<file path="src/rtl/burst_seq_pkg.sv">
package burst_seq_pkg;

  typedef enum logic [1:0] {
    PH_OFF = 2'd0,
    PH_GAP = 2'd1,
    PH_PRE = 2'd2,
    PH_PAY = 2'd3
  } phase_e;

  // Control to datapath strobes
  typedef struct packed {
    logic   newCycle;   // next edge begins word 0
    logic   firstWord;  // current word is word 0
    phase_e phase;      // segment of the current word
  } seq_strobe_t;

  localparam int PRBS_W = 31;

endpackage

</file>
<file path="src/rtl/burst_seq_ctrl.sv">
module burst_seq_ctrl
  import burst_seq_pkg::*;
#(
  parameter int LEN_W = 16
) (
  input  logic             clk,
  input  logic             rstN,
  input  logic             runEn,
  input  logic [LEN_W-1:0] cfgCycleLen,
  input  logic [LEN_W-1:0] cfgSwDelay,
  input  logic [LEN_W-1:0] cfgPreLen,
  input  logic [LEN_W-1:0] cfgPayLen,
  output seq_strobe_t      strobes
);

  localparam int SUM_W = LEN_W + 2;

  logic             active;
  logic [LEN_W-1:0] idx;
  logic [LEN_W-1:0] cycLenQ;
  logic [LEN_W-1:0] swDelayQ;
  logic [LEN_W-1:0] preLenQ;
  logic [LEN_W-1:0] payLenQ;
  logic             lastWord;
  logic             startNext;
  logic [SUM_W-1:0] idxExt;
  logic [SUM_W-1:0] preStart;
  logic [SUM_W-1:0] payStart;
  logic [SUM_W-1:0] payEnd;
  phase_e           phaseNow;

  assign lastWord  = (idx == cycLenQ - LEN_W'(1));
  assign startNext = runEn && (!active || lastWord);

  always_ff @(posedge clk) begin
    if (!rstN) begin
      active   <= 1'b0;
      idx      <= '0;
      cycLenQ  <= LEN_W'(1);
      swDelayQ <= '0;
      preLenQ  <= '0;
      payLenQ  <= '0;
    end else if (!runEn) begin
      active <= 1'b0;
      idx    <= '0;
    end else if (startNext) begin
      active   <= 1'b1;
      idx      <= '0;
      cycLenQ  <= (cfgCycleLen == '0) ? LEN_W'(1) : cfgCycleLen;
      swDelayQ <= cfgSwDelay;
      preLenQ  <= cfgPreLen;
      payLenQ  <= cfgPayLen;
    end else begin
      idx <= idx + LEN_W'(1);
    end
  end

  // Segment boundaries measured from word 0
  assign idxExt   = SUM_W'(idx);
  assign preStart = SUM_W'(swDelayQ);
  assign payStart = preStart + SUM_W'(preLenQ);
  assign payEnd   = payStart + SUM_W'(payLenQ);

  always_comb begin
    if (!active)                phaseNow = PH_OFF;
    else if (idxExt < preStart) phaseNow = PH_GAP;
    else if (idxExt < payStart) phaseNow = PH_PRE;
    else if (idxExt < payEnd)   phaseNow = PH_PAY;
    else                        phaseNow = PH_GAP;
  end

  assign strobes.newCycle  = startNext;
  assign strobes.firstWord = active && (idx == '0);
  assign strobes.phase     = phaseNow;


  idx_step_chk: assert property (@(posedge clk) disable iff (!rstN)
    (active && runEn && !lastWord) |=> (idx == $past(idx) + LEN_W'(1)));


  idx_bound_chk: assert property (@(posedge clk) disable iff (!rstN)
    active |-> (idx < cycLenQ));

endmodule

</file>
<file path="src/rtl/burst_seq_dpath.sv">
module burst_seq_dpath
  import burst_seq_pkg::*;
#(
  parameter int              WORD_W = 32,
  parameter logic [PRBS_W-1:0] SEED = 31'h2ACE5EED
) (
  input  logic              clk,
  input  logic              rstN,
  input  seq_strobe_t       strobes,
  output logic [WORD_W-1:0] dataWord,
  output logic              swCtrl,
  output logic              swLatch,
  output logic              cycleStart
);

  localparam logic [WORD_W-1:0] PREAMBLE = {(WORD_W/2){2'b10}};
  localparam int RUN_W = WORD_W + PRBS_W;

  logic              swState;
  logic [PRBS_W-1:0] prbsState;
  logic [RUN_W-1:0]  prbsRunOut;
  logic [WORD_W-1:0] prbsWord;
  logic [PRBS_W-1:0] prbsNext;

  // Generate one word of PRBS31 (x^31 + x^28 + 1), first bit in the MSB
  function automatic logic [RUN_W-1:0] prbsRun(input logic [PRBS_W-1:0] seedIn);
    logic [PRBS_W-1:0] st;
    logic [WORD_W-1:0] w;
    logic              fb;
    st = seedIn;
    w  = '0;
    for (int i = 0; i < WORD_W; i++) begin
      fb = st[30] ^ st[27];
      st = {st[29:0], fb};
      w[WORD_W-1-i] = fb;
    end
    return {w, st};
  endfunction

  assign prbsRunOut = prbsRun(prbsState);
  assign prbsWord   = prbsRunOut[RUN_W-1:PRBS_W];
  assign prbsNext   = prbsRunOut[PRBS_W-1:0];

  always_ff @(posedge clk) begin
    if (!rstN) begin
      swState   <= 1'b0;
      prbsState <= SEED;
    end else begin
      if (strobes.newCycle) swState <= ~swState;
      if (strobes.phase == PH_PAY && !strobes.newCycle) prbsState <= prbsNext;
      else                                              prbsState <= SEED;
    end
  end

  always_comb begin
    case (strobes.phase)
      PH_PRE:  dataWord = PREAMBLE;
      PH_PAY:  dataWord = prbsWord;
      default: dataWord = '0;
    endcase
  end

  assign swCtrl     = swState;
  assign swLatch    = strobes.firstWord;
  assign cycleStart = strobes.firstWord;


  sw_toggle_chk: assert property (@(posedge clk) disable iff (!rstN)
    !$stable(swState) |-> strobes.firstWord);


  prbs_reseed_chk: assert property (@(posedge clk) disable iff (!rstN)
    (strobes.phase == PH_PAY && $past(strobes.phase) != PH_PAY) |-> (prbsState == SEED));

endmodule

</file>
<file path="src/rtl/burst_cycle_seq.sv">
module burst_cycle_seq
  import burst_seq_pkg::*;
#(
  parameter int                LEN_W  = 16,
  parameter int                WORD_W = 32,
  parameter logic [PRBS_W-1:0] SEED   = 31'h2ACE5EED
) (
  input  logic              clk,
  input  logic              rstN,
  input  logic              runEn,
  input  logic [LEN_W-1:0]  cfgCycleLen,
  input  logic [LEN_W-1:0]  cfgSwDelay,
  input  logic [LEN_W-1:0]  cfgPreLen,
  input  logic [LEN_W-1:0]  cfgPayLen,
  output logic [WORD_W-1:0] dataWord,
  output logic              swCtrl,
  output logic              swLatch,
  output logic              cycleStart
);

  seq_strobe_t strobes;

  burst_seq_ctrl #(.LEN_W(LEN_W)) uCtrl (
    .clk        (clk),
    .rstN       (rstN),
    .runEn      (runEn),
    .cfgCycleLen(cfgCycleLen),
    .cfgSwDelay (cfgSwDelay),
    .cfgPreLen  (cfgPreLen),
    .cfgPayLen  (cfgPayLen),
    .strobes    (strobes)
  );

  burst_seq_dpath #(.WORD_W(WORD_W), .SEED(SEED)) uDpath (
    .clk       (clk),
    .rstN      (rstN),
    .strobes   (strobes),
    .dataWord  (dataWord),
    .swCtrl    (swCtrl),
    .swLatch   (swLatch),
    .cycleStart(cycleStart)
  );


  off_quiet_chk: assert property (@(posedge clk) disable iff (!rstN)
    !$past(runEn) |-> (dataWord == '0 && !cycleStart && !swLatch && $stable(swCtrl)));

endmodule

</file>
<file path="config.mk">
export PLATFORM = sky130hd
export DESIGN_NAME = burst_cycle_seq
export DESIGN_NICKNAME = d
export VERILOG_FILES = /design/src/rtl/burst_seq_pkg.sv /design/src/rtl/burst_seq_ctrl.sv /design/src/rtl/burst_seq_dpath.sv /design/src/rtl/burst_cycle_seq.sv
export SDC_FILE = /design/constraint.sdc
export NUM_CORES = 1
export LEC_CHECK = 0
export ABC_AREA = 1
export BUFFER_PORTS_ARGS = -buffer_cell sky130_fd_sc_hd__buf_2
export CORE_MARGIN = 10
export CORE_UTILIZATION = 50
export DETAILED_ROUTE_END_ITERATION = 8
export PLACE_DENSITY = 0.69
export SYNTH_ARGS = -nofsm -noshare
export SYNTH_HDL_FRONTEND = slang
export SYNTH_SLANG_ARGS = --single-unit
</file>
<file path="constraint.sdc">
create_clock -name clk -period 8 [get_ports clk]
set_input_delay 0.8 -clock clk [delete_from_list [all_inputs] [get_ports clk]]
set_output_delay 0.8 -clock clk [all_outputs]
set_load 0.02 [all_outputs]
</file>
; Word level (Yosys, flattened, before mapping)
; Cells that the tools add are included.
[totals]
regBits = 113
in_bits = 67
out_inout_bits = 35
[classes]
n_addsub = 4
order_cmp = 3
eq_ne = 3
n_mux = 6
n_bitwise = 35
n_reduce_logical = 12
[ops]
columns = cell, n
row1 = one-hot mux 32 bit (2 select lines), 1
row2 = < comparator 16 x 18 -> 1 bit, 2
row3 = zero test 16 bit, 2
row4 = bitwise XOR 1 bit, 32
row5 = adder 18 x 16 -> 18 bit, 1
row6 = adder 16 x 16 -> 17 bit, 1
row7 = "adder 16 x 1 -> 16 bit, second input constant", 1
row8 = == test 16 bit, 1
row9 = < comparator 16 bit, 1
row10 = two-way mux 16 bit, 1
row11 = "subtractor 16 x 1 -> 16 bit, second input constant", 1
row12 = two-way mux 2 bit, 4
row13 = AND reduction 2 bit, 3
row14 = "== test 2 bit, second input constant", 2
row15 = logical AND 1 bit, 3
row16 = NOT 1 bit, 3
row17 = OR reduction 3 bit, 1
row18 = zero test 1 bit, 2
row19 = logical OR 1 bit, 1

; Depth between registers and ports, before layout
[depth]
word_depth = 10
depth_mapped = 31
mapped_depth_nobuf = 30

; By module
; From an unflattened synthesis, not the netlist that was laid out.
[unflattened]
cells_unflattened = 1181
hier_area_um2 = 8191.6
[modules_own_cells]
columns = module, instances, cells_each, area_each_um2, seq_area_each_um2
row1 = burst_seq_ctrl, 1, 998, 6779.0, 1621.6
row2 = burst_seq_dpath, 1, 183, 1412.6, 640.6

; Worst setup path after synthesis
; OpenSTA, ideal clock, no wires.
[synth_timing]
path_type = reg-to-output
from = reg uCtrl.swDelayQ[0]
to = out dataWord[13]
arrival_time_ps = 4342
required_ps = 7200
slack_ps = 2858
stages_incl_launch_ff = 27
path_buffers = 1
cell_sequence = dfxtp_1 -> ha_1 -> inv_1 -> fa_1 -> o21ai_1 -> nand2_1 -> nand2_1 -> nand2_1 -> o21ai_0 -> xnor2_1 -> inv_1 -> ha_1 -> a21oi_1 -> o21ai_0 -> nor2_1 -> xor2_1 -> ha_1 -> nand2_1 -> inv_1 -> nor3_1 -> nand2_1 -> nand2_1 -> nand3_1 -> nand3_1 -> nand4_1 -> clkbuf_1 -> o21ai_0
[synth_between]
elab_chain_cells = 9
[synth_rtl]
columns = element, line_no
row1 = "start, declared", burst_seq_ctrl.sv:21  ; logic [LEN_W-1:0] swDelayQ;
row2 = "start signal, assigned", burst_seq_ctrl.sv:50  ; swDelayQ <= cfgSwDelay;
row3 = adder 16 x 16 -> 17 bit, burst_seq_ctrl.sv:61  ; assign payStart = preStart + SUM_W'(preLenQ);
row4 = adder 18 x 16 -> 18 bit, burst_seq_ctrl.sv:62  ; assign payEnd = payStart + SUM_W'(payLenQ);
row5 = < comparator 16 x 18 -> 1 bit, burst_seq_ctrl.sv:68  ; else if (idxExt < payEnd) phaseNow = PH_PAY;
row6 = two-way mux 2 bit, burst_seq_ctrl.sv:68
row7 = two-way mux 2 bit, burst_seq_ctrl.sv:67  ; else if (idxExt < payStart) phaseNow = PH_PRE;
row8 = two-way mux 2 bit (*), burst_seq_ctrl.sv:66  ; else if (idxExt < preStart) phaseNow = PH_GAP;
row9 = two-way mux 2 bit (*), burst_seq_ctrl.sv:65  ; if (!active) phaseNow = PH_OFF;
row10 = == test 2 bit, burst_seq_dpath.sv:56  ; case (strobes.phase)
row11 = one-hot mux 32 bit (2 select lines) (*), burst_seq_dpath.sv:56
row12 = "end, declared", burst_cycle_seq.sv:15  ; output logic [WORD_W-1:0] dataWord,
; Mark *: on every way between the ends. The rest lies on a longest branch, timed or not.

; Final worst setup path
[layout_timing]
from = reg uCtrl.swDelayQ[0]
to = out dataWord[3]
; The elaborated chain is that of the path after synthesis.

==> flow_summary.yaml <==
sta:
  post-route-period-util: 0.732
  finalHoldViolCount: 0
  slew_violations: 0
  rsz0062_at_grt: "no"
  fin_worst_skew_ps: 7.73
  relSlewSlack: 0.430
  fin_setup_tns_ps: 0
  period_minus_slack_ps: 5860
  worst_pin_slew_ps: 855
  max_freq_mhz: 171
  final-setup-viol-count: 0
setup_path:
  crit_top_cell: "nand2_1"
  worst-setup-path-type: "flip-flop to output port"
  critical_path.top_delay_family: "simple AND/OR/NAND/NOR gates"
  cp_slowest_cell: "fa_1"
  cp.depth: 27
  critPathBufInv: 5
  start_kind: "flip-flop"
  crit_path_end_kind: "output port"
  cp_data_required_time_ps: 7200
  slowest_delay_ps: 390
  rr_worst_depth: 28
  worstPathMaxFanout: 16
  crit_arrival_ps: 5060
routing:
  routed_wl_um: 18600
  drt-vias-per-instance: 4.85
  remaining_drc_errors: 0
  drtIter0Drc: 505
  wl_met2_um: 8870
  via_count: 7029
  top_layer: "met4"
  wl_met1_um: 8800
  final_antenna_net_count: 0
  met3_length_um: 628
  first_pass_iters: 5
  wire_per_inst_um: 12.8
cts:
  numCtsBuffers: 17
  ctsResizeCount: 0
  cts_num_sinks: 113
  htreeDepth: 4
  ctsHoldBuffers: 0
  cts_buffer_depth: 2
  path_clk_slew_ps: 60
  clock-root-buffer: "clkbuf_16"
  insertion_delay_ps: 420
  post_cts_buffers: 0
  cts_tree: "yes"
final_layout:
  fin_util: 0.592
  drive_gt1_frac: 0.151
  fin_cells: 1449
  layout.nets: 1376
  diodes: 0
  final_cell_area_um2: 9030
  fillers: 1496
  syn_to_final_growth_pct: 15.5
pwr:
  leakage_uw: 0.00468
  power_uw: 1790
  intPower_uw: 1240
  p_switching_uw: 551
  peakVddDrop_mv: 0.147
  p_seq_frac: 0.341
  swShare: 0.308
  clock_power_share: 0.440
  p_per_area_nw_per_um2: 198
  combPwrFrac: 0.219
synthesis:
  synth_top_cell_by_area: "dfxtp_1"
  synth.most_common_cell: "nand2_1"
  yosysSeqAreaShare: 0.289
  syn-num-nets: 1285
  yosys_most_used_dff: "dfxtp_1"
  synthCells: 1134
  synth-edff-count: 0
  syn-cell-area_um2: 7820
  synthTopCellsByArea: "dfxtp_1 29%, nand2_1 14%, ha_1 13%"
  syn_area_per_cell_um2: 6.90
  yosys_warnings: 0
  ys_ff_latch: 113
  synthTopCellsByCount: "287 x nand2_1, 146 x nor2_1, 134 x inv_1"
  async_flop_share: 0
  synth_cell_types: 38
  synth_top_area_frac: 0.289
die:
  io_pins: 102
  die_area_um2: 21100
  coreArea_um2: 15300
  fp.dieW_um: 145
  start_util: 0.513
  placementRows: 45
  die_h_um: 145
job:
  cap_violations: 0
global_route:
  grt_max_degree: 78
  track_usage: 0.180
  antenna_found_initial: 0
  grt_pass1_wl_um: 32500
  overflow: 0
  grt_pass1_vias: 6959
placed_design:
  dpl_cell_area_um2: 8430
  dp_cells: 1417
  io_buffers: 101
  hpwlAfterDp_um: 14300
  gp_congestion: 0.917
hold_path:
  min_path_cells: 2
  hold_path.class: "flip-flop to flip-flop"
run_status:
  status: "finished clean"
[worst reg2reg max path: cells and delay by family, from the launching register on]
family	cells	cell delay [ps]
XOR/XNOR	2	410
AND/OR/NAND/NOR	14	1620
buffers and inverters	5	460
flip-flops	1	350
adder cells (fa/ha/maj)	4	1200
AO/OA/AOI/OAI	3	620
[per-layer routing]
layer / global-route usage / vias up
li1: - / 3791
met1: 0.221 / 3103
met2: 0.307 / 113
met3: 0.0363 / 22
met4: 0.0561 / 0
met5: 0 / -
[path summary, 6_finish.rpt]
kind | startpoint | to | slack [ps]
worst max-delay path | uCtrl.swDelayQ[0] | dataWord[3] | 2140
worst min-delay path | uCtrl.cycLenQ[15] | uCtrl.cycLenQ[15] | 480
worst max register to register | uCtrl.swDelayQ[0] | uDpath.prbsState[0] | 3210
worst min register to register | uCtrl.cycLenQ[15] | uCtrl.cycLenQ[15] | 480
[final cells by class]
cell class | instances | area [µm²] | area share
multi-input cells | 852 | 4860 | 0.538
clock buffers | 18 | 429 | 0.0475
inverters | 137 | 514 | 0.0569
well taps | 211 | 264 | 0.0292
repair buffers | 104 | 528 | 0.0584
clock inverters | 14 | 179 | 0.0198
flip-flops and latches | 113 | 2260 | 0.250
[metrics by stage]
| step | worst slack [ps] | hold slack [ps] |
|---|---|---|
| final | 2140 | 483 |
| after global routing | 1550 | 496 |
| after CTS | 2110 | 487 |
| after detailed placement | 2580 | 478 |
| after global placement | 2750 | 469 |
| after floorplan | 2860 | 451 |
[registers in the layout, summed over array words and instances, names as in the netlist]
name	flops
uDpath.prbsState	31
uCtrl.cycLenQ	16
uCtrl.idx	16
uCtrl.payLenQ	16
uCtrl.preLenQ	16
uCtrl.swDelayQ	16
uCtrl.active	1
uDpath.swCtrl	1
[power groups by stage]
stage / registers, µW / clock network [µW] / logic [µW]
5_1_grt: 613 / 823 / 459
3_3_place_gp: 622 / 0 / 383
6_report: 610 / 786 / 391
3_5_place_dp: 622 / 0 / 389
4_1_cts: 610 / 797 / 393
2_1_floorplan: 616 / 0 / 309
[cells by family (layout without fill, tap and decap cells)]
kind of cell             Yosys count  count (layout)  share of synthesized area
AO/OA/AOI/OAI                    102             102                     0.0718
XOR/XNOR                          83              83                     0.0929
adder cells (fa/ha/maj)           84              84                      0.136
buffers and inverters            169             273                     0.0905
flip-flops                       113             113                      0.289
AND/OR/NAND/NOR                  583             583                      0.319
[cells in the final DEF, fill, tap and decap left out, drive strengths merged]
master / n
nand3b: 2
nand2: 288
o21ai: 32
ha: 82
o2111ai: 1
buf: 104
clkbuf: 18
nor2: 192
fa: 2
a21oi: 50
inv: 142
dfxtp: 113
nor4: 11
bufinv: 3
clkinvlp: 3
a41o: 1
a21o: 7
nand3: 57
xor2: 39
nand4: 17
and2: 1
nor3: 13
o21bai: 4
a31o: 1
o211ai: 1
clkinv: 3
xnor2: 44
a31oi: 3
o21a: 2
or2: 2
Power figures use the tool's default switching activity.
